==> config.mk <==
export PLATFORM = sky130hd
export DESIGN_NAME = dma_chan_regs
export DESIGN_NICKNAME = d
export VERILOG_FILES = /design/src/rtl/dma_regs_pkg.sv /design/src/rtl/dma_reg_ctrl.sv /design/src/rtl/dma_reg_data.sv /design/src/rtl/dma_chan_regs.sv
export SDC_FILE = /design/constraint.sdc
export NUM_CORES = 1
export LEC_CHECK = 0
export ABC_AREA = 0
export BUFFER_PORTS_ARGS = -buffer_cell sky130_fd_sc_hd__buf_2
export CAP_MARGIN = 20
export CELL_PAD_IN_SITES_DETAIL_PLACEMENT = 0
export CELL_PAD_IN_SITES_GLOBAL_PLACEMENT = 2
export CORE_ASPECT_RATIO = 0.75
export CORE_MARGIN = 3
export CORE_UTILIZATION = 28
export CTS_BUF_LIST = sky130_fd_sc_hd__clkbuf_4 sky130_fd_sc_hd__clkbuf_8
export CTS_CLUSTER_DIAMETER = 50
export DETAILED_ROUTE_END_ITERATION = 10
export PLACE_DENSITY = 0.77
export SYNTH_ARGS = -nofsm -noshare
export SYNTH_HDL_FRONTEND = slang
export SYNTH_SLANG_ARGS = --single-unit
==> constraint.sdc <==
create_clock -name clk -period 1.85 [get_ports clk]
set_clock_uncertainty 0.15 [all_clocks]
set_input_delay 0.0925 -clock clk [delete_from_list [all_inputs] [get_ports clk]]
set_output_delay 0.0925 -clock clk [all_outputs]
set_load 0.005 [all_outputs]
==> src/rtl/dma_regs_pkg.sv <==
package dma_regs_pkg;
  localparam int ADDR_W   = 12;
  localparam int NUM_ATTR = 5;

  localparam logic [ADDR_W-1:0] OFF_STATUS = 12'h000;
  localparam logic [ADDR_W-1:0] OFF_CFG    = 12'h004;
  localparam logic [ADDR_W-1:0] OFF_BASE   = 12'h008;
  localparam logic [ADDR_W-1:0] OFF_ALT    = 12'h00C;
  localparam logic [ADDR_W-1:0] OFF_WAIT   = 12'h010;
  localparam logic [ADDR_W-1:0] OFF_SOFT   = 12'h014;
  localparam logic [ADDR_W-1:0] OFF_ERR    = 12'h04C;
  localparam logic [ADDR_W-1:0] OFF_DONE   = 12'h504;
  localparam logic [ADDR_W-1:0] OFF_DMASK  = 12'h520;

  // Attribute k: set word at 0x018 + 8k, clear word 4 bytes above it
  function automatic logic [ADDR_W-1:0] setOff(int k);
    return 12'h018 + ADDR_W'(8 * k);
  endfunction

  function automatic logic [ADDR_W-1:0] clrOff(int k);
    return setOff(k) + 12'h004;
  endfunction

  typedef struct packed {
    logic [NUM_ATTR-1:0] setAttr;
    logic [NUM_ATTR-1:0] clrAttr;
    logic cfgWr;
    logic baseWr;
    logic softWr;
    logic errClr;
    logic doneClr;
    logic maskWr;
  } regStrobes_t;
endpackage

==> src/rtl/dma_reg_ctrl.sv <==
module dma_reg_ctrl
  import dma_regs_pkg::*;
(
  input  logic              clk,
  input  logic              rstN,
  input  logic [ADDR_W-1:0] regAddr,
  input  logic              regWr,
  output regStrobes_t       strb
);
  always_comb begin
    strb = '0;
    if (regWr) begin
      for (int k = 0; k < NUM_ATTR; k++) begin
        strb.setAttr[k] = (regAddr == setOff(k));
        strb.clrAttr[k] = (regAddr == clrOff(k));
      end
      strb.cfgWr   = (regAddr == OFF_CFG);
      strb.baseWr  = (regAddr == OFF_BASE);
      strb.softWr  = (regAddr == OFF_SOFT);
      strb.errClr  = (regAddr == OFF_ERR);
      strb.doneClr = (regAddr == OFF_DONE);
      strb.maskWr  = (regAddr == OFF_DMASK);
    end
  end


  one_strobe_chk: assert property (@(posedge clk) disable iff (!rstN)
    $countones(strb) <= 1);

  no_write_no_strobe_chk: assert property (@(posedge clk) disable iff (!rstN)
    !regWr |-> (strb == '0));
endmodule

==> src/rtl/dma_reg_data.sv <==
module dma_reg_data
  import dma_regs_pkg::*;
#(
  parameter int NUM_CH     = 8,
  parameter int DESC_BYTES = 16
) (
  input  logic                              clk,
  input  logic                              rstN,
  input  regStrobes_t                       strb,
  input  logic [ADDR_W-1:0]                 regAddr,
  input  logic [31:0]                       regWdata,
  output logic [31:0]                       regRdata,
  input  logic                              busErr,
  input  logic [NUM_CH-1:0]                 chanDoneIn,
  input  logic [NUM_CH-1:0]                 chanActiveIn,
  input  logic [NUM_CH-1:0]                 waitReqIn,
  output logic [NUM_ATTR-1:0][NUM_CH-1:0]   attrBits,
  output logic                              masterEn,
  output logic [2:0]                        protOut,
  output logic [NUM_CH-1:0]                 softReq,
  output logic [NUM_CH-1:0]                 periphDone,
  output logic [NUM_CH-1:0]                 periphActive,
  output logic                              doneAny
);
  localparam logic [31:0] ALT_OFS = 32'(NUM_CH * DESC_BYTES);
  localparam logic [4:0]  CNT_M1  = 5'(NUM_CH - 1);

  logic [NUM_CH-1:0] wCh;
  logic [NUM_CH-1:0] doneFlags, doneMask;
  logic              errFlag;
  logic [23:0]       basePtr;
  logic [31:0]       baseWord;

  assign wCh      = regWdata[NUM_CH-1:0];
  assign baseWord = {basePtr, 8'h00};

  for (genvar k = 0; k < NUM_ATTR; k++) begin : g_attr
    always_ff @(posedge clk or negedge rstN) begin
      if (!rstN)                 attrBits[k] <= '0;
      else if (strb.setAttr[k])  attrBits[k] <= attrBits[k] | wCh;
      else if (strb.clrAttr[k])  attrBits[k] <= attrBits[k] & ~wCh;
    end
  end

  always_ff @(posedge clk or negedge rstN) begin
    if (!rstN) begin
      doneFlags <= '0;
      doneMask  <= '0;
      errFlag   <= 1'b0;
      masterEn  <= 1'b0;
      protOut   <= '0;
      basePtr   <= '0;
      softReq   <= '0;
    end else begin
      doneFlags <= (strb.doneClr ? (doneFlags & ~wCh) : doneFlags) | chanDoneIn;
      errFlag   <= (errFlag & ~(strb.errClr & regWdata[0])) | busErr;
      softReq   <= strb.softWr ? wCh : '0;
      if (strb.maskWr) doneMask <= wCh;
      if (strb.cfgWr) begin
        masterEn <= regWdata[0];
        protOut  <= regWdata[7:5];
      end
      if (strb.baseWr) basePtr <= regWdata[31:8];
    end
  end

  assign periphDone   = doneFlags & ~doneMask;
  assign periphActive = chanActiveIn & ~doneMask;
  assign doneAny      = |(doneFlags & doneMask);

  always_comb begin
    regRdata = '0;
    unique case (regAddr)
      OFF_STATUS: regRdata = {11'b0, CNT_M1, 15'b0, masterEn};
      OFF_CFG:    regRdata = {24'b0, protOut, 4'b0, masterEn};
      OFF_BASE:   regRdata = baseWord;
      OFF_ALT:    regRdata = baseWord + ALT_OFS;
      OFF_WAIT:   regRdata = 32'(waitReqIn);
      OFF_ERR:    regRdata = {31'b0, errFlag};
      OFF_DONE:   regRdata = 32'(doneFlags);
      OFF_DMASK:  regRdata = 32'(doneMask);
      default: begin
        for (int k = 0; k < NUM_ATTR; k++)
          if (regAddr == setOff(k)) regRdata = 32'(attrBits[k]);
      end
    endcase
  end


  attr_hold_chk: assert property (@(posedge clk) disable iff (!rstN)
    (strb.setAttr == '0 && strb.clrAttr == '0) |=> $stable(attrBits));

  done_sticky_chk: assert property (@(posedge clk) disable iff (!rstN)
    !strb.doneClr |=> ((doneFlags & $past(doneFlags)) == $past(doneFlags)));

  err_set_chk: assert property (@(posedge clk) disable iff (!rstN)
    busErr |=> errFlag);

  soft_pulse_chk: assert property (@(posedge clk) disable iff (!rstN)
    !strb.softWr |=> (softReq == '0));

  base_hold_chk: assert property (@(posedge clk) disable iff (!rstN)
    !strb.baseWr |=> $stable(basePtr));
endmodule

==> src/rtl/dma_chan_regs.sv <==
module dma_chan_regs
  import dma_regs_pkg::*;
#(
  parameter int NUM_CH     = 8,
  parameter int DESC_BYTES = 16
) (
  input  logic              clk,
  input  logic              rstN,
  input  logic [ADDR_W-1:0] regAddr,
  input  logic              regWr,
  input  logic [31:0]       regWdata,
  output logic [31:0]       regRdata,
  input  logic              busErr,
  input  logic [NUM_CH-1:0] chanDoneIn,
  input  logic [NUM_CH-1:0] chanActiveIn,
  input  logic [NUM_CH-1:0] waitReqIn,
  output logic [NUM_CH-1:0] burstOnly,
  output logic [NUM_CH-1:0] reqMask,
  output logic [NUM_CH-1:0] chanEn,
  output logic [NUM_CH-1:0] altSel,
  output logic [NUM_CH-1:0] highPrio,
  output logic              masterEn,
  output logic [2:0]        protOut,
  output logic [NUM_CH-1:0] softReq,
  output logic [NUM_CH-1:0] periphDone,
  output logic [NUM_CH-1:0] periphActive,
  output logic              doneAny
);
  regStrobes_t                     strb;
  logic [NUM_ATTR-1:0][NUM_CH-1:0] attrBits;

  dma_reg_ctrl u_ctrl (
    .clk(clk), .rstN(rstN), .regAddr(regAddr), .regWr(regWr), .strb(strb)
  );

  dma_reg_data #(.NUM_CH(NUM_CH), .DESC_BYTES(DESC_BYTES)) u_data (
    .clk(clk), .rstN(rstN), .strb(strb), .regAddr(regAddr),
    .regWdata(regWdata), .regRdata(regRdata), .busErr(busErr),
    .chanDoneIn(chanDoneIn), .chanActiveIn(chanActiveIn),
    .waitReqIn(waitReqIn), .attrBits(attrBits), .masterEn(masterEn),
    .protOut(protOut), .softReq(softReq), .periphDone(periphDone),
    .periphActive(periphActive), .doneAny(doneAny)
  );

  assign burstOnly = attrBits[0];
  assign reqMask   = attrBits[1];
  assign chanEn    = attrBits[2];
  assign altSel    = attrBits[3];
  assign highPrio  = attrBits[4];
endmodule

# Yosys cells after proc, flatten, opt, wreduce, memory -nomap -nowiden
# Index checks and enable logic that the tools add are counted.
[classes]
n_bitwise = 21
shift = 0
add_sub_neg = 1
div = 0
n_mul = 0
mux = 19
n_eq_ne = 18
reduce_logical = 7
n_lt_le_gt_ge = 0
[op_table]
columns = ["cell", "n"]
rows = [
  ["$pmux 32 s8", 1],
  ["$mux 8", 17],
  ["$eq 12x6->1 const B", 8],
  ["$and 8x8->8", 9],
  ["$eq 12x5->1 const B", 4],
  ["$or 8x8->8", 6],
  ["$add 32x8->32 const B", 1],
  ["$eq 12x11->1 const B", 2],
  ["$eq 12x4->1 const B", 2],
  ["$mux 16", 1],
  ["$not 8->8", 2],
  ["$eq 12x3->1 const B", 1],
  ["$eq 12x7->1 const B", 1],
  ["$logic_not 12->1", 1],
  ["$reduce_bool 2->1", 5],
  ["$reduce_or 8->1", 1],
  ["$and 1x1->1", 2],
  ["$not 1->1", 1],
  ["$or 1x1->1", 1],
]
[word_totals]
rom_bits = 0
wordCells = 78
in_bits = 72
latch_bits = 0
ff_bits = 93
mem_bits_rw = 0
n_memories = 0
out_inout_bits = 101

# Depth between registers and ports, before layout
# Gate-level depths: netlist (run 1).
[depth]
word_depth = 7
depth_mapped = 8
mapped_depth_nobuf = 5

# Modules after synthesis
# Synthesis (run 1) repeated with hierarchy kept, for this count alone.
[hier_totals]
cells_unflattened = 474
area_unflattened_um2 = 5024.8
[by_module_without_submodules]
columns = ["mod", "cells_each", "n_inst", "seq_area_each_um2", "area_per_inst_um2"]
rows = [
  ["dma_reg_data", 442, 1, 2327.2, 4715.8],
  ["dma_reg_ctrl", 32, 1, 0.0, 309.0],
]

# Worst setup path after synthesis (run 1)
# Ideal clock, no wire load.
[synth_timing]
path_kind = "input -> output"
start = "input regAddr[0]"
end = "output regRdata[6]"
n_path_buf = 1
arrival_time_ps = 1711
required_time_ps = 1607
cell_stages = 6
setup_slack_ps = -104
path_cell_list = "buf_2 or4b_4 nor2_2 a221oi_1 or4_1 a22oi_1"
[synth_via]
elab_chain_cells = 7
word_cells_on_any_way = 19
cone_classes = "eq/ne (12); mux (6); reduce/logical (1)"
[synth_rtl]
columns = ["element", "line", "source"]
rows = [
  ["from (decl)", "dma_chan_regs.sv:9", "input logic [ADDR_W-1:0] regAddr,"],
  ["$eq 12x5->1", "dma_reg_data.sv:84", "if (regAddr == setOff(k)) regRdata = 32'(attrBits[k]);"],
  ["$mux 8 (5 in series)", "dma_reg_data.sv:84", ""],
  ["$pmux 32 s8 *", "dma_reg_data.sv:73", "unique case (regAddr)"],
  ["to (decl)", "dma_chan_regs.sv:12", "output logic [31:0] regRdata,"],
]
# Every way passes the cells marked *; elsewhere a longest branch is shown, timed or not.

# Worst setup path in the final report (run 1)
[layout_timing]
start = "input regAddr[5]"
end = "output regRdata[6]"
# Same word-level chain as after synthesis.

==> results.ini, run 1 <==
[timing]
setup_ws_ns=-0.334
hold_violations=0
worst_pin_slew_ns=0.516
fin_crit_sh_pct=118
max_freq_ghz=0.458
slew_headroom_pct=65.6
final.min_clock_period_ns=2.18
rsz0062_at_grt=yes
fin_setup_tns_ns=-1.52
slew_violations=0
finalSetupViolCount=27
fin_hold_ws_ns=0.0102

[logic_synthesis]
ys_ff_latch=93
synth_top_flop_cell=dfrtp_1
synth_top_area_share_pct=47.7
syn_avg_cell_area_um2=10.3
yosysWarnings=0
synth_nets=544
synth_area_leaders=dfrtp_1, mux2_2, a22o_1
async_flop_share_pct=100
synthCells=472
synth_seq_area_share_pct=47.7
synth_top_cell_by_area=dfrtp_1
yosysUniqueCellTypes=57
synth-edff-count=0
synth_area_um2=4880

[place]
pre_cts_slack_ns=-0.387
gp_congestion=0.949
dp.cells=903
place_area_um2=6520
io_buffers=172
hpwl_mm=14.4

[cells_and_area]
nFillCells=1591
final_common_cell=buf_2
design_area_um2=7880
fin_cells=978
syn2layout_area_growth_pct=61.5
final_cell_mix=buf_2, dfrtp_1, buf_4
final_util_pct=46.6
n_antenna_cell=0
layout.area.seq_um2=2330
nets=830
drive_gt1_share_pct=51.8
multi_input_area_um2=2750

[route]
first_iter_violations=353
vias_per_cell=5.19
antenna_left=0
drt_first_pass_iters=7
finalWirelength_mm=19.7
drt-wirelength-per-cell_um=20.2
drc=0
vias=5071

[power_and_ir_drop]
power_per_cell_area_nw_per_um2=488
peakVddDrop_mv=0.289
p_leak_nw=3.80
total_power_mw=3.85

[worst_setup_path]
setup.worst_path.start_class=input port
end_kind=output port
critPathKind=input port to output port
worst_ep_arrival_time_ns=1.94
worstPathMaxFanout=4
required_ns=1.61

[clock_tree]
cts_tree=done
clock_sinks=93
clock_latency_ns=0.38
clk_pin_slew_ns=0.10
h-tree-depth=3
clock_path_buffers=2
cts_inserted_buffers=9
cts-root-buf=clkbuf_8

[grt]
grt_pass1_vias=5098
grt_usage_pct=20.3
grt_antenna_before_repair=0
grt_overflow=0
grt_pass1_wl_mm=29.5
grt_max_degree=53

[run_status]
violations=negative setup slack
status=complete, but fails checks

[hold_path]
hold_path.class=input port to flop

[floorplanning]
core.rowCount=41
start_util_pct=28.8
core_area_um2=16900
die_area_um2=19100
die_w_um=158
die_h_um=120
io_pins=173

[flow_run]
maxCapViolations=0

[area by class of cell]
class                   count  share of cell area (%)
flip-flops and latches     93                    29.5
repair buffers            308                    29.8
inverters                   4                   0.190
well taps                 215                    3.41
multi-input cells         342                    34.8
clock buffers               9                    1.57
clock inverters             7                   0.698
[path summary, 6_finish.rpt]
kind | start | end | slack, ns | depth (start not counted)
min | regWdata[0] | u_data.softReq[0]$_DFF_PN0_ | 0.01 | 2
max reg2reg | flop | flop | 0.73 | 3
max | regAddr[5] | regRdata[6] | -0.33 | 7
max in group asynchronous | rstN | async pin | 0.85 | 3
min in group asynchronous | rstN | u_data.basePtr[12]$_DFFE_PN0P_ | 0.04 | 2
min reg2reg | u_data.basePtr[17]$_DFFE_PN0P_ | u_data.basePtr[17]$_DFFE_PN0P_ | 0.37 | 1
[power breakdown]
| part | total, mW | internal, mW | switching (mW) |
|---|---|---|---|
| logic | 0.491 | 0.243 | 0.248 |
| clock network | 1.31 | 0.506 | 0.809 |
| registers | 2.04 | 2.04 | 0.00662 |
| total | 3.85 | 2.79 | 1.06 |
[synthesized netlist by cell type, types with 3 or more instances]
library cell and number:
clkbuf_1 18, mux2i_1 3, and2_1 31, nand3_1 9, and3_1 3, or4_1 5
a21o_1 12, dfrtp_1 93, nor3_1 7, nor2b_1 17, a221oi_1 5, nor4bb_1 3
o21ai_0 15, a22oi_1 13, inv_1 4, nand4_1 5, nor2_2 3, mux2_2 36
nand2_1 66, nor2_1 18, a22o_1 32, buf_2 11, a222oi_1 5, a21oi_1 3
a32oi_1 7, nor4_1 3, a211oi_1 6, a211o_1 3, buf_6 3
[layer usage]
metal | wire length (um) | track usage [%] | part of all wire, % | up-vias
met3 | 1150 | 4.11 | 5.9 | 18
li1 | - | - | - | 2317
met1 | 9300 | 30.3 | 47 | 2557
met4 | 256 | 3.76 | 1.3 | 0
met2 | 9020 | 30.6 | 46 | 179
met5 | 0 | 0.560 | 0 | -
[timing repair]
item | in CTS | in global routing
setup buffers | 6 | 13
hold buffers | 41 | 0
gates resized for setup | 42 | 103
pin swaps | 18 | 49
gates cloned | 3 | 0
endpoints found under the setup margin | 32 | 33
endpoints found under the hold margin | 164 | 0
[critical path, cell delays in order]
cell and delay, ns:
buf_6 0.10, or4b_4 0.57, nor2_4 0.19, a221oi_2 0.08
or4_1 0.55, a22oi_2 0.20, buf_2 0.15
[logic make-up after synthesis]
kind of cell	after synthesis	synth area share [%]
muxes	39	8.92
DFF	93	47.7
xor gates and xnor gates	1	0.179
and+or+nand+nor	190	21.7
buffers and inverters	37	3.67
AOI/OAI and AO/OA	112	17.9
Power figures use the tool's default switching activity.
==> inputs of run 2 (changes only) <==
--- a/constraint.sdc
+++ b/constraint.sdc
@@ -4,2 +4,2 @@
 set_output_delay 0.0925 -clock clk [all_outputs]
-set_load 0.005 [all_outputs]
+set_load 0.1 [all_outputs]
==> run 2 against run 1 <==
Against the previous run:
- the flow still finishes with violations (negative setup slack)
- maximum frequency decreased by 1.8%
- clock-buffer cell count rose by 1
- via count up 0.30%
- sequential share of layout area is 1.8 points lower
- power rose by 4.6%
- worst hold slack gained 0.033 ns
- combinational power grew 23%
- routed wire length grew 1.6%
- critical path type is now flop to output port
- critical endpoint is now regRdata[7]
==> results.ini, run 2 (synthesis gave the netlist of run 1 again) <==
[route]
vias=5086  ; +0.30%
vias_per_cell=5.20  ; +0.19%
first_iter_violations=277  ; -22%
drt_first_pass_iters=7  ; unchanged
drc=0  ; unchanged
antenna_left=0  ; unchanged
drt-wirelength-per-cell_um=20.5  ; +1.5%
finalWirelength_mm=20.0  ; +1.6%

[cells_and_area]
syn2layout_area_growth_pct=73.6
drive_gt1_share_pct=58.1  ; +6.3 points
n_antenna_cell=0  ; unchanged
final_common_cell=buf_2
nets=831  ; +0.12%
fin_cells=979  ; +0.10%
final_cell_mix=buf_2, dfrtp_1, buf_4

[floorplanning]
io_pins=173  ; unchanged
die_area_um2=19100  ; unchanged
core.rowCount=41  ; unchanged
core_area_um2=16900  ; unchanged
die_w_um=158  ; unchanged
die_h_um=120  ; unchanged
start_util_pct=28.8  ; unchanged

[clock_tree]
cts_inserted_buffers=9  ; unchanged
cts-root-buf=clkbuf_8
cts_tree=done
clk_pin_slew_ns=0.11  ; about the same
clock_latency_ns=0.39  ; about the same
clock_path_buffers=2  ; unchanged
h-tree-depth=3  ; unchanged
clock_sinks=93  ; unchanged

[hold_path]
holdCritStartpoint=regAddr[6]
hold_path.class=input port to flop

[place]
gp_congestion=0.915  ; -3.6%
io_buffers=172  ; unchanged
hpwl_mm=14.9  ; +3.3%
dp.cells=907  ; +0.44%

[grt]
grt_pass1_vias=5257  ; +3.1%
grt_antenna_before_repair=0  ; unchanged
grt_max_degree=39  ; -26%
grt_usage_pct=21.1  ; +0.84 points
grt_pass1_wl_mm=30.6  ; +3.7%
grt_overflow=0  ; unchanged

[timing]
final.min_clock_period_ns=2.22  ; +0.0409 ns
setup_ws_ns=-0.375  ; -0.0409 ns
max_freq_ghz=0.450  ; -1.8%
finalSetupViolCount=32  ; +19%
slew_violations=0  ; unchanged
rsz0062_at_grt=yes
fin_setup_tns_ns=-5.36  ; -3.84 ns
worst_pin_slew_ns=0.521  ; +0.00549 ns
slew_headroom_pct=65.3  ; -0.37 points
fin_crit_sh_pct=120  ; +2.2 points
hold_violations=0  ; unchanged

[flow_run]
maxCapViolations=0  ; unchanged

[worst_setup_path]
cp_slowest_cell=dfrtp_1
reg2reg_from=u_data.doneFlags[7]$_DFF_PN0_
crit_chain=and4b_1, a21oi_2, o21ai_2, a222oi_1, a22oi_2, buf_12
end_kind=output port
critPathKind=flop to output port
cpPeakStageDelay_ns=0.40  ; -0.17 ns
worstPathMaxFanout=2  ; -2
required_ns=1.61  ; about the same
path_buf_inv=1  ; -1
path_delay_family=compound AO/OA/AOI/OAI gates
worst_ep_arrival_time_ns=1.98  ; +0.04 ns
crit_path_start=u_data.doneFlags[7]$_DFF_PN0_
setup.worst_path.start_class=flop

[power_and_ir_drop]
p_leak_nw=3.90  ; +2.6%
power_per_cell_area_nw_per_um2=475  ; -2.7%
peakVddDrop_mv=0.318  ; +10%

[run_status]
status=complete, but fails checks
violations=negative setup slack

## run 2: cell count changes in the layout (fill, tap and decap cells not counted), sizes merged
cell and change:
inv +1, dlygate4sd3 +1, clkinv -2, clkbuf +1
## run 2: worst register-to-register path: cells and delay by family, from the launching register on
family	cells	cell delay, ns
AOI/OAI and AO/OA	1	0.15
DFF	1	0.40
buffers and inverters	2	0.27
## run 2: final timing paths
path | end | cells past startpoint | slack (ns)
min | u_data.errFlag$_DFF_PN0_ | 5 | 0.04
max reg2reg | u_data.doneFlags[7]$_DFF_PN0_ | 3 | 0.78
max | regRdata[7] | 6 | -0.37
min in group asynchronous | u_data.basePtr[17]$_DFFE_PN0P_ | 2 | 0.06
max in group asynchronous | async pin | 3 | 0.88
min reg2reg | u_data.basePtr[0]$_DFFE_PN0P_ | 1 | 0.37
## run 2: per-stage QoR
stage	power (mW)	area, um2	hold WS [ns]	setup WS [ns]	util, %
final	4.03	8480	0.0433	-0.375	50.1
after global routing	4.18	8480	0.0674	-0.424	50.1
after detailed placement	2.56	7250	-0.0681	-0.436	42.8
after global placement	2.55	7250	-0.0811	-0.406	42.8
after CTS	4.05	8260	0.0198	-0.464	48.8
after floorplan	2.32	5150	-0.353	-0.729	-
## run 2: final cells by class
cell class | instances | area [um2]
repair buffers | 309 | 2730
fillers | 1536 | 8450
flip-flops and latches | 93 | 2350
clock inverters | 6 | 53.8
multi-input cells | 342 | 2920
clock buffers | 10 | 138
inverters | 4 | 15.0
well taps | 215 | 269
## run 2: routing by layer
metal / global-route usage [%] / wire (um) / vias to the layer above / share of wire, %
met2: 32.3 / 9110 / 161 / 45
met1: 31.4 / 9610 / 2597 / 48
li1: - / - / 2316 / -
met4: 4.30 / 185 / 0 / 0.92
met3: 3.72 / 1140 / 12 / 5.7
met5: 0 / 0 / - / 0
## run 2: timing repair
action                                  in CTS  in global routing
setup buffers                                5                 10
cloned                                       2                  1
endpoints found under the setup margin      32                 33
pin swaps                                   16                 32
hold buffers                                42                  0
gates resized for setup                     74                 40
hold endpoints to repair                   160                  0
## run 2: where the power goes
part           total, mW  internal (mW)  leakage [nW]  switching (mW)
Sequential          2.04           2.04          1.23         0.00711
Clock               1.37          0.552        0.0958           0.823
Combinational      0.606          0.253          2.58           0.352
Total               4.03           2.84          3.90            1.18
